--- config.mk ---
export PLATFORM = sky130hd
export DESIGN_NAME = dram_addr_mux
export DESIGN_NICKNAME = d
export VERILOG_FILES = /design/src/rtl/dram_mux_pkg.sv /design/src/rtl/dram_phase_seq.sv /design/src/rtl/dram_pin_drive.sv /design/src/rtl/dram_read_capture.sv /design/src/rtl/dram_addr_mux.sv
export SDC_FILE = /design/constraint.sdc
export NUM_CORES = 1
export LEC_CHECK = 0
export BUFFER_PORTS_ARGS = -buffer_cell sky130_fd_sc_hd__buf_2
export CAP_MARGIN = 25
export CORE_MARGIN = 10
export CORE_UTILIZATION = 43
export DETAILED_ROUTE_END_ITERATION = 12
export PLACE_DENSITY = 0.72
export SLEW_MARGIN = 10
export SYNTH_ARGS = -nofsm -noshare
export SYNTH_HDL_FRONTEND = slang
export SYNTH_SLANG_ARGS = --single-unit
--- constraint.sdc ---
create_clock -name clk -period 1.6 [get_ports clk]
set_input_delay 0.32 -clock clk [delete_from_list [all_inputs] [get_ports clk]]
set_output_delay 0.32 -clock clk [all_outputs]
set_load 0.005 [all_outputs]
--- src/rtl/dram_mux_pkg.sv ---
// Shared types for the multiplexed DRAM address driver.
// Assumes a 16-bit word address split into two 8-bit halves.
package dram_mux_pkg;
    localparam int HALF_W = 8;
    localparam int ADDR_W = 2 * HALF_W;

    typedef enum logic [2:0] {
        PH_IDLE,
        PH_ROW_SU,
        PH_RAS_HOLD,
        PH_COL_SU,
        PH_CAS_LOW,
        PH_PRECH
    } phase_e;

    typedef struct packed {
        logic              write;
        logic [ADDR_W-1:0] addr;
        logic              wdata;
    } req_t;
endpackage

--- src/rtl/dram_phase_seq.sv ---
// Phase sequencer: accepts a request when idle, then walks the row setup,
// RAS hold, column setup, CAS low and precharge phases. Each phase lasts
// its parameter in cycles, and every length must be at least 1.
// It also flags the cycle at whose end the read data must be sampled.
module dram_phase_seq
    import dram_mux_pkg::*;
#(
    parameter int ROW_SETUP  = 2,
    parameter int ROW_HOLD   = 2,
    parameter int COL_SETUP  = 2,
    parameter int CAS_CYCLES = 3,
    parameter int SAMPLE_DLY = 2,
    parameter int PRECHARGE  = 3
) (
    input  logic              clk,
    input  logic              rst_n,
    input  logic              req_valid,
    input  logic              req_write,
    input  logic [ADDR_W-1:0] req_addr,
    input  logic              req_wdata,
    output phase_e            phase,
    output req_t              cur,
    output logic              sample_now
);
    localparam int MAX_A  = (ROW_SETUP > ROW_HOLD) ? ROW_SETUP : ROW_HOLD;
    localparam int MAX_B  = (COL_SETUP > CAS_CYCLES) ? COL_SETUP : CAS_CYCLES;
    localparam int MAX_C  = (MAX_A > MAX_B) ? MAX_A : MAX_B;
    localparam int MAXLEN = (MAX_C > PRECHARGE) ? MAX_C : PRECHARGE;
    localparam int CW     = (MAXLEN > 1) ? $clog2(MAXLEN) : 1;
    localparam logic [CW-1:0] SAMPLE_CNT = CW'(CAS_CYCLES - SAMPLE_DLY);

    logic [CW-1:0] cnt;

    // Last count value of a phase (length minus one).
    function automatic logic [CW-1:0] last_of(input phase_e p);
        case (p)
            PH_ROW_SU:   return CW'(ROW_SETUP - 1);
            PH_RAS_HOLD: return CW'(ROW_HOLD - 1);
            PH_COL_SU:   return CW'(COL_SETUP - 1);
            PH_CAS_LOW:  return CW'(CAS_CYCLES - 1);
            PH_PRECH:    return CW'(PRECHARGE - 1);
            default:     return '0;
        endcase
    endfunction

    // Phase that follows a finished phase.
    function automatic phase_e next_of(input phase_e p);
        case (p)
            PH_ROW_SU:   return PH_RAS_HOLD;
            PH_RAS_HOLD: return PH_COL_SU;
            PH_COL_SU:   return PH_CAS_LOW;
            PH_CAS_LOW:  return PH_PRECH;
            default:     return PH_IDLE;
        endcase
    endfunction

    // Phase state, dwell counter and latched request.
    always_ff @(posedge clk) begin
        if (!rst_n) begin
            phase <= PH_IDLE;
            cnt   <= '0;
            cur   <= '0;
        end else if (phase == PH_IDLE) begin
            if (req_valid) begin
                cur   <= '{write: req_write, addr: req_addr, wdata: req_wdata};
                phase <= PH_ROW_SU;
                cnt   <= last_of(PH_ROW_SU);
            end
        end else if (cnt == '0) begin
            phase <= next_of(phase);
            cnt   <= last_of(next_of(phase));
        end else begin
            cnt <= cnt - 1'b1;
        end
    end

    // Read sample strobe: the cycle ending SAMPLE_DLY edges after CAS fell.
    always_comb sample_now = (phase == PH_CAS_LOW) && !cur.write && (cnt == SAMPLE_CNT);
endmodule

--- src/rtl/dram_pin_drive.sv ---
// Pin driver: decodes the current phase into the address-pin multiplex,
// the strobes and the write controls. It is purely combinational from
// sequencer registers, so every pin changes only on a clock edge.
module dram_pin_drive
    import dram_mux_pkg::*;
(
    input  phase_e            phase,
    input  req_t              cur,
    output logic [HALF_W-1:0] dram_a,
    output logic              dram_ras_n,
    output logic              dram_cas_n,
    output logic              dram_we_n,
    output logic              dram_d,
    output logic              ready
);
    logic row_on, col_on, wr_on;

    // Which address half is on the pins in this phase.
    always_comb begin
        row_on = (phase == PH_ROW_SU) || (phase == PH_RAS_HOLD);
        col_on = (phase == PH_COL_SU) || (phase == PH_CAS_LOW);
        wr_on  = col_on && cur.write;
    end

    // Address multiplexer: row = low half, column = high half.
    always_comb begin
        if (row_on)      dram_a = cur.addr[HALF_W-1:0];
        else if (col_on) dram_a = cur.addr[ADDR_W-1:HALF_W];
        else             dram_a = '0;
    end

    // Strobes, write controls and ready.
    always_comb begin
        dram_ras_n = !((phase == PH_RAS_HOLD) || col_on);
        dram_cas_n = (phase != PH_CAS_LOW);
        dram_we_n  = !wr_on;
        dram_d     = wr_on ? cur.wdata : 1'b0;
        ready      = (phase == PH_IDLE);
    end
endmodule

--- src/rtl/dram_read_capture.sv ---
// Read capture: registers the memory data-out bit on the sample strobe
// and pulses a valid flag in the following cycle.
module dram_read_capture (
    input  logic clk,
    input  logic rst_n,
    input  logic sample_now,
    input  logic dram_q,
    output logic rd_data,
    output logic rd_valid
);
    // Capture register and one-cycle valid pulse.
    always_ff @(posedge clk) begin
        if (!rst_n) begin
            rd_data  <= 1'b0;
            rd_valid <= 1'b0;
        end else begin
            rd_valid <= sample_now;
            if (sample_now) rd_data <= dram_q;
        end
    end
endmodule

--- src/rtl/dram_addr_mux.sv ---
// Top: drives a 64K x 1 DRAM with a row-then-column multiplexed address.
// It accepts one request at a time when ready is high. Phase lengths are
// parameters in cycles; all must be >= 1 and SAMPLE_DLY <= CAS_CYCLES.
module dram_addr_mux #(
    parameter int ROW_SETUP  = 2,
    parameter int ROW_HOLD   = 2,
    parameter int COL_SETUP  = 2,
    parameter int CAS_CYCLES = 3,
    parameter int SAMPLE_DLY = 2,
    parameter int PRECHARGE  = 3
) (
    input  logic        clk,
    input  logic        rst_n,
    input  logic        req_valid,
    input  logic        req_write,
    input  logic [15:0] req_addr,
    input  logic        req_wdata,
    output logic        ready,
    output logic [7:0]  dram_a,
    output logic        dram_ras_n,
    output logic        dram_cas_n,
    output logic        dram_we_n,
    output logic        dram_d,
    input  logic        dram_q,
    output logic        rd_data,
    output logic        rd_valid
);
    import dram_mux_pkg::*;

    phase_e phase;
    req_t   cur;
    logic   sample_now;

    dram_phase_seq #(
        .ROW_SETUP(ROW_SETUP), .ROW_HOLD(ROW_HOLD), .COL_SETUP(COL_SETUP),
        .CAS_CYCLES(CAS_CYCLES), .SAMPLE_DLY(SAMPLE_DLY), .PRECHARGE(PRECHARGE)
    ) u_seq (
        .clk(clk), .rst_n(rst_n), .req_valid(req_valid), .req_write(req_write),
        .req_addr(req_addr), .req_wdata(req_wdata),
        .phase(phase), .cur(cur), .sample_now(sample_now)
    );

    dram_pin_drive u_pins (
        .phase(phase), .cur(cur), .dram_a(dram_a), .dram_ras_n(dram_ras_n),
        .dram_cas_n(dram_cas_n), .dram_we_n(dram_we_n), .dram_d(dram_d),
        .ready(ready)
    );

    dram_read_capture u_rd (
        .clk(clk), .rst_n(rst_n), .sample_now(sample_now), .dram_q(dram_q),
        .rd_data(rd_data), .rd_valid(rd_valid)
    );
endmodule

==> flow_metrics.env, run 1 <==
export IMPL_synthCells=136
export IMPL_post_drt_via_cell_ratio=5.26
export IMPL_min_period_ns=1.83
export IMPL_root_buffer="clkbuf_4"
export IMPL_io_buffers=36
export IMPL_fin_crit_sh_pct=114
export IMPL_diodes=0
export IMPL_syn_avg_cell_area_um2=8.54
export IMPL_p_comb_share_pct=36.8
export IMPL_h_tree_depth=1
export IMPL_yosysUniqueCellTypes=33
export IMPL_path_class="reg2out"
export IMPL_area_delta_synth_final_pct=24.4
export IMPL_setup_ws_ns=-0.230
export IMPL_finalHoldViolations=0
export IMPL_nFillCells=250
export IMPL_setup_viol=12
export IMPL_wl_per_cell_um=14.0
export IMPL_status="complete, but fails checks"
export IMPL_cp_arrival_ns=1.51
export IMPL_rsz0062_at_grt="true"
export IMPL_dieArea_um2=5180
export IMPL_clk_pin_slew_worst_paths_ns=0.15
export IMPL_grtUsageTotal_pct=11.0
export IMPL_core_um2=2520
export IMPL_wl_mm=2.88
export IMPL_drtIter0Drc=55
export IMPL_start_util_pct=46.0
export IMPL_slew_viol_final=0
export IMPL_relSlewSlack_pct=74.7
export IMPL_ioPinCount=37
export IMPL_p_seq_share_pct=46.0
export IMPL_postRouteAntennaNets=0
export IMPL_clock_skew_ns=0.0103
export IMPL_p_int_uw=1100
export IMPL_crit_path_start_kind="flip-flop"
export IMPL_worstHoldPathType="in2reg"
export IMPL_hpwl_mm=2.14
export IMPL_vias=1083
export IMPL_drive_above_1_share_pct=35.2
export IMPL_grt_pass1_wl_mm=4.81
export IMPL_worstMarginPinSlew_ns=0.374
export IMPL_critPathRequiredTime_ns=1.28
export IMPL_final_area_um2=1440
export IMPL_overflow=0
export IMPL_layout_commonest_cell="nand2_1"
export IMPL_violations="setup timing"
export IMPL_p_clk_share_pct=17.2
export IMPL_powerDensity_nw_per_um2=1170
export IMPL_ir_drop_mv=0.843
export IMPL_power_uw=1680
export IMPL_critPathCaptureType="primary output"
export IMPL_firstDrtPassIters=4
export IMPL_cp_max_fo=10
export IMPL_grt_max_degree=21
export IMPL_cts_buffers=3
export IMPL_row_count=18
export IMPL_p_leak_uw=0.000647
export IMPL_clock_sinks=25
export IMPL_fmax_ghz=0.546
export IMPL_netlist_area_um2=1160
export IMPL_clockBufferDepth=2
export IMPL_grt_pass1_vias=1074
export IMPL_synth_warnings=0
export IMPL_synth_fp_nets=158
export IMPL_swShare_pct=34.7
export IMPL_ys_seq_area_share_pct=43.1
export IMPL_ys_ff_latch=25
export IMPL_antenna_found_initial=0
export IMPL_drv_cap=0
export IMPL_switching_power_uw=585
export IMPL_place_area_um2=1380
export IMPL_clk_latency_ns=0.32
export IMPL_drc=0
export IMPL_fin_hold_ws_ns=0.213
export IMPL_cts_tree="done"
export IMPL_layout_common_cells="40 x nand2_1, 36 x buf_2, 22 x dfxtp_1"
export IMPL_nNetsFinal=199
export IMPL_fp_dieW_um=72.0
export IMPL_die_y_um=72.0
export IMPL_place_gp_congestion=0.801
[kinds of logic after synthesis]
group                  count (synthesis)  synth area share (%)
multiplexers                           1                 0.862
XOR/XNOR                               1                 0.754
flip-flops                            25                  43.1
AND/OR/NAND/NOR                       59                  26.1
buffers and inverters                 12                  7.54
AO/OA/AOI/OAI                         38                  21.7
[per-stage QoR]
| step | util [%] | worst slack [ns] | instances | setup TNS [ns] |
|---|---|---|---|---|
| global placement | 54.7 | 0.0486 | 201 | 0 |
| floorplan | - | 0.0567 | 136 | 0 |
| CTS | 56.6 | -0.244 | 205 | -2.40 |
| finish | 57.2 | -0.230 | 206 | -2.19 |
| detailed placement | 54.7 | -0.0141 | 201 | -0.0248 |
| global route | 57.2 | -0.312 | 206 | -3.02 |
[final timing paths]
kind | slack, ns | from | cells past startpoint | end
worst max-delay path | -0.23 | u_seq.phase[0] | 4 | dram_a[6]
worst min-delay path | 0.21 | req_addr[4] | 3 | u_seq.cur[5]
worst max register to register | 0.12 | u_seq.phase[0] | 4 | u_seq.cnt[1]
worst min register to register | 0.46 | u_seq.cur[8] | 2 | u_seq.cur[8]
[synth_stat cells, drive strengths merged]
master / number / area (µm²)
nand2: 40 / 150
dfxtp: 25 / 500
a21oi: 20 / 104
a22o: 8 / 70.1
buf: 7 / 68.8
nor2: 4 / 17.5
clkbuf: 3 / 11.3
nor3: 3 / 20.0
nor4b: 3 / 41.3
o21ai: 3 / 15.0
inv: 2 / 7.51
nor2b: 2 / 12.5
o211a: 2 / 20.0
o211ai: 2 / 20.0
a211o: 1 / 8.76
a31oi: 1 / 6.26
and2: 1 / 6.26
and3: 1 / 6.26
and3b: 1 / 8.76
and4bb: 1 / 12.5
mux2i: 1 / 10.0
nor3b: 1 / 7.51
o31ai: 1 / 7.51
or2: 1 / 6.26
or4b: 1 / 13.8
xnor2: 1 / 8.76
[per-layer routing]
| layer | part of all wire [%] | track usage (%) | vias to the layer above |
|---|---|---|---|
| met5 | 0 | 0 | - |
| met4 | 0.42 | 2.58 | 0 |
| met2 | 51 | 19.1 | 22 |
| li1 | - | - | 550 |
| met1 | 42 | 12.1 | 509 |
| met3 | 6.7 | 4.49 | 2 |
[cell type report]
class / instances / area, µm² / share of cell area, %
clock buffers: 3 / 22.5 / 1.56
clock inverters: 1 / 7.51 / 0.520
inverters: 2 / 7.51 / 0.520
multi-input cells: 99 / 589 / 40.8
flip-flops and latches: 25 / 504 / 34.9
well taps: 30 / 37.5 / 2.60
repair buffers: 46 / 275 / 19.1
[power by group through the flow]
stage | clock network, µW | logic, µW | registers [µW]
floorplan | 0 | 432 | 752
global placement | 0 | 565 | 777
detailed placement | 0 | 577 | 784
CTS | 295 | 603 | 773
global route | 332 | 691 | 788
finish | 289 | 621 | 775
[critical path: stages, from the launching register on]
cell and delay (ns):
dfxtp_2 0.36, and3b_1 0.18, or2_4 0.28, a22o_1 0.24, buf_2 0.13
[registers in the layout (all words and copies together), names as in the netlist]
register / flops
u_rd.rd_data: 1
u_rd.rd_valid: 1
u_seq.cnt: 2
u_seq.phase: 3
u_seq.cur: 18
[repair_timing]
action	CTS	global route
gates resized for setup	6	2
setup buffers	0	1
hold buffers	0	0
endpoints found under the hold margin	0	0
setup endpoints to repair	13	13
pin swaps	0	1
Power figures use the tool's default switching activity.
==> run 2, diff against run 1 <==
Settings changed: CORE_MARGIN 10 to 1, PLACE_DENSITY 0.72 to 0.79.
==> flow_metrics.env, run 2 (synthesized netlist as in run 1, its figures left out) <==
export IMPL_fin_hold_ws_ns=0.221
export IMPL_drc=0
export IMPL_ir_drop_mv=0.720
export IMPL_antenna_found_initial=0
export IMPL_cp_arrival_ns=1.51
export IMPL_largest_reg_flops=18
export IMPL_finalHoldViolations=0
export IMPL_h_tree_depth=1
export IMPL_drtIter0Drc=16
export IMPL_use_met2_pct=34.8
export IMPL_final_area_um2=1440
export IMPL_worstMarginPinSlew_ns=0.406
export IMPL_place_gp_congestion=0.866
export IMPL_grt_pass1_vias=986
export IMPL_fin_cells=205
export IMPL_p_leak_uw=0.000648
export IMPL_cts_buffers=3
export IMPL_clk_latency_ns=0.31
export IMPL_layout_common_cells="40 x nand2_1, 36 x buf_2, 22 x dfxtp_1"
export IMPL_area_delta_synth_final_pct=23.7
export IMPL_cts_hold_buf=0
export IMPL_start_util_pct=46.0
export IMPL_postRouteAntennaNets=0
export IMPL_powerDensity_nw_per_um2=1140
export IMPL_grt_max_degree=22
export IMPL_fmax_ghz=0.546
export IMPL_min_period_ns=1.83
export IMPL_cp_max_fo=5
export IMPL_wl_mm=2.56
export IMPL_fp_dieW_um=54.0
export IMPL_core_um2=2520
export IMPL_setup_ws_ns=-0.231
export IMPL_rsz0062_at_grt="true"
export IMPL_io_buffers=36
export IMPL_critPathCaptureType="primary output"
export IMPL_grt_pass1_wl_mm=4.18
export IMPL_grtUsageMet3_pct=3.95
export IMPL_grtUsageTotal_pct=20.0
export IMPL_row_count=18
export IMPL_dieArea_um2=2910
export IMPL_grt_use_met1_pct=23.9
export IMPL_multi_input_area_um2=597
export IMPL_worstHoldPathType="in2reg"
export IMPL_clockBufferDepth=2
export IMPL_slew_viol_final=0
export IMPL_nFillCells=238
export IMPL_critPathRequiredTime_ns=1.28
export IMPL_largest_register="u_seq.cur"
export IMPL_clock_sinks=25
export IMPL_layout_commonest_cell="nand2_1"
export IMPL_finish_utilization_pct=56.9
export IMPL_root_buffer="clkbuf_4"
export IMPL_setup_viol=11
export IMPL_hpwl_mm=1.82
export IMPL_path_class="reg2out"
export IMPL_power_uw=1630
export IMPL_nNetsFinal=198
export IMPL_vias=1104
export IMPL_dpl_cell_count=199
export IMPL_drive_above_1_share_pct=35.4
export IMPL_status="complete, but fails checks"
export IMPL_diodes=0
export IMPL_violations="setup timing"
export IMPL_post_drt_via_cell_ratio=5.39
export IMPL_relSlewSlack_pct=72.5
export IMPL_cts_tree="done"
export IMPL_drv_cap=0
export IMPL_overflow=0
export IMPL_seqCellArea_um2=507
export IMPL_firstDrtPassIters=4
export IMPL_busiest_layer="met2"
export IMPL_clk_pin_slew_worst_paths_ns=0.13
export IMPL_clock_skew_ns=0.00896
export IMPL_fin_crit_sh_pct=114
export IMPL_wl_per_cell_um=12.5
export IMPL_die_y_um=54.0
export IMPL_crit_path_start_kind="flip-flop"
export IMPL_place_area_um2=1360
export IMPL_ioPinCount=37
export IMPL_reg_largest_list="u_seq.cur: 18 flops, u_seq.phase: 3 flops, u_seq.cnt: 2 flops"
-- run 2: cell types whose count changed in the layout (fill, tap and decap cells not counted), sizes merged --
cell | before | now
clkinvlp | 1 | 0
buf | 46 | 44
or2 | 1 | 2
clkinv | 0 | 1
-- run 2: final cells by class --
type | instances | share of cell area (%)
timing repair buffer | 44 | 18.1
clock inverter | 1 | 0.348
inverter | 2 | 0.523
sequential | 25 | 35.3
multi-input combinational | 100 | 41.6
clock buffer | 3 | 1.57
tap | 30 | 2.61
-- run 2: power by group --
| part | total, µW | switching, µW | internal (µW) |
|---|---|---|---|
| Combinational | 580 | 307 | 273 |
| Clock | 273 | 179 | 93.4 |
| Sequential | 781 | 72.3 | 709 |
-- run 2: path summary, 6_finish.rpt --
path / slack, ns / depth (start not counted) / startpoint / end
max: -0.23 / 4 / u_seq.phase[1] / dram_a[7]
min: 0.22 / 3 / req_addr[9] / u_seq.cur[10]
max reg2reg: 0.12 / 4 / u_seq.phase[1] / u_seq.cnt[1]
min reg2reg: 0.46 / 2 / u_rd.rd_data / u_rd.rd_data
-- run 2: through the flow --
| step | setup TNS (ns) | setup WS [ns] |
|---|---|---|
| floorplan | 0 | 0.0567 |
| detailed placement | 0 | 0.0305 |
| finish | -2.21 | -0.231 |
| CTS | -2.10 | -0.230 |
| global placement | 0 | 0.0626 |
| global route | -3.00 | -0.289 |
-- run 2: worst max-delay path, stage by stage (launching register included) --
cell     delay [ns]
dfxtp_4        0.38
and3b_1        0.19
or2_4          0.26
a22o_1         0.24
buf_2          0.13
-- run 2: layer usage --
layer	up-vias	share of wire [%]
li1	548	-
met5	-	0
met1	512	45
met2	41	49
met3	3	5.7
met4	0	0.82
-- run 2: what timing repair did --
action,CTS,global route
gates cloned,1,0
endpoints found under the setup margin,11,13
gates resized for setup,9,1
setup buffers,0,1
hold endpoints to repair,0,0
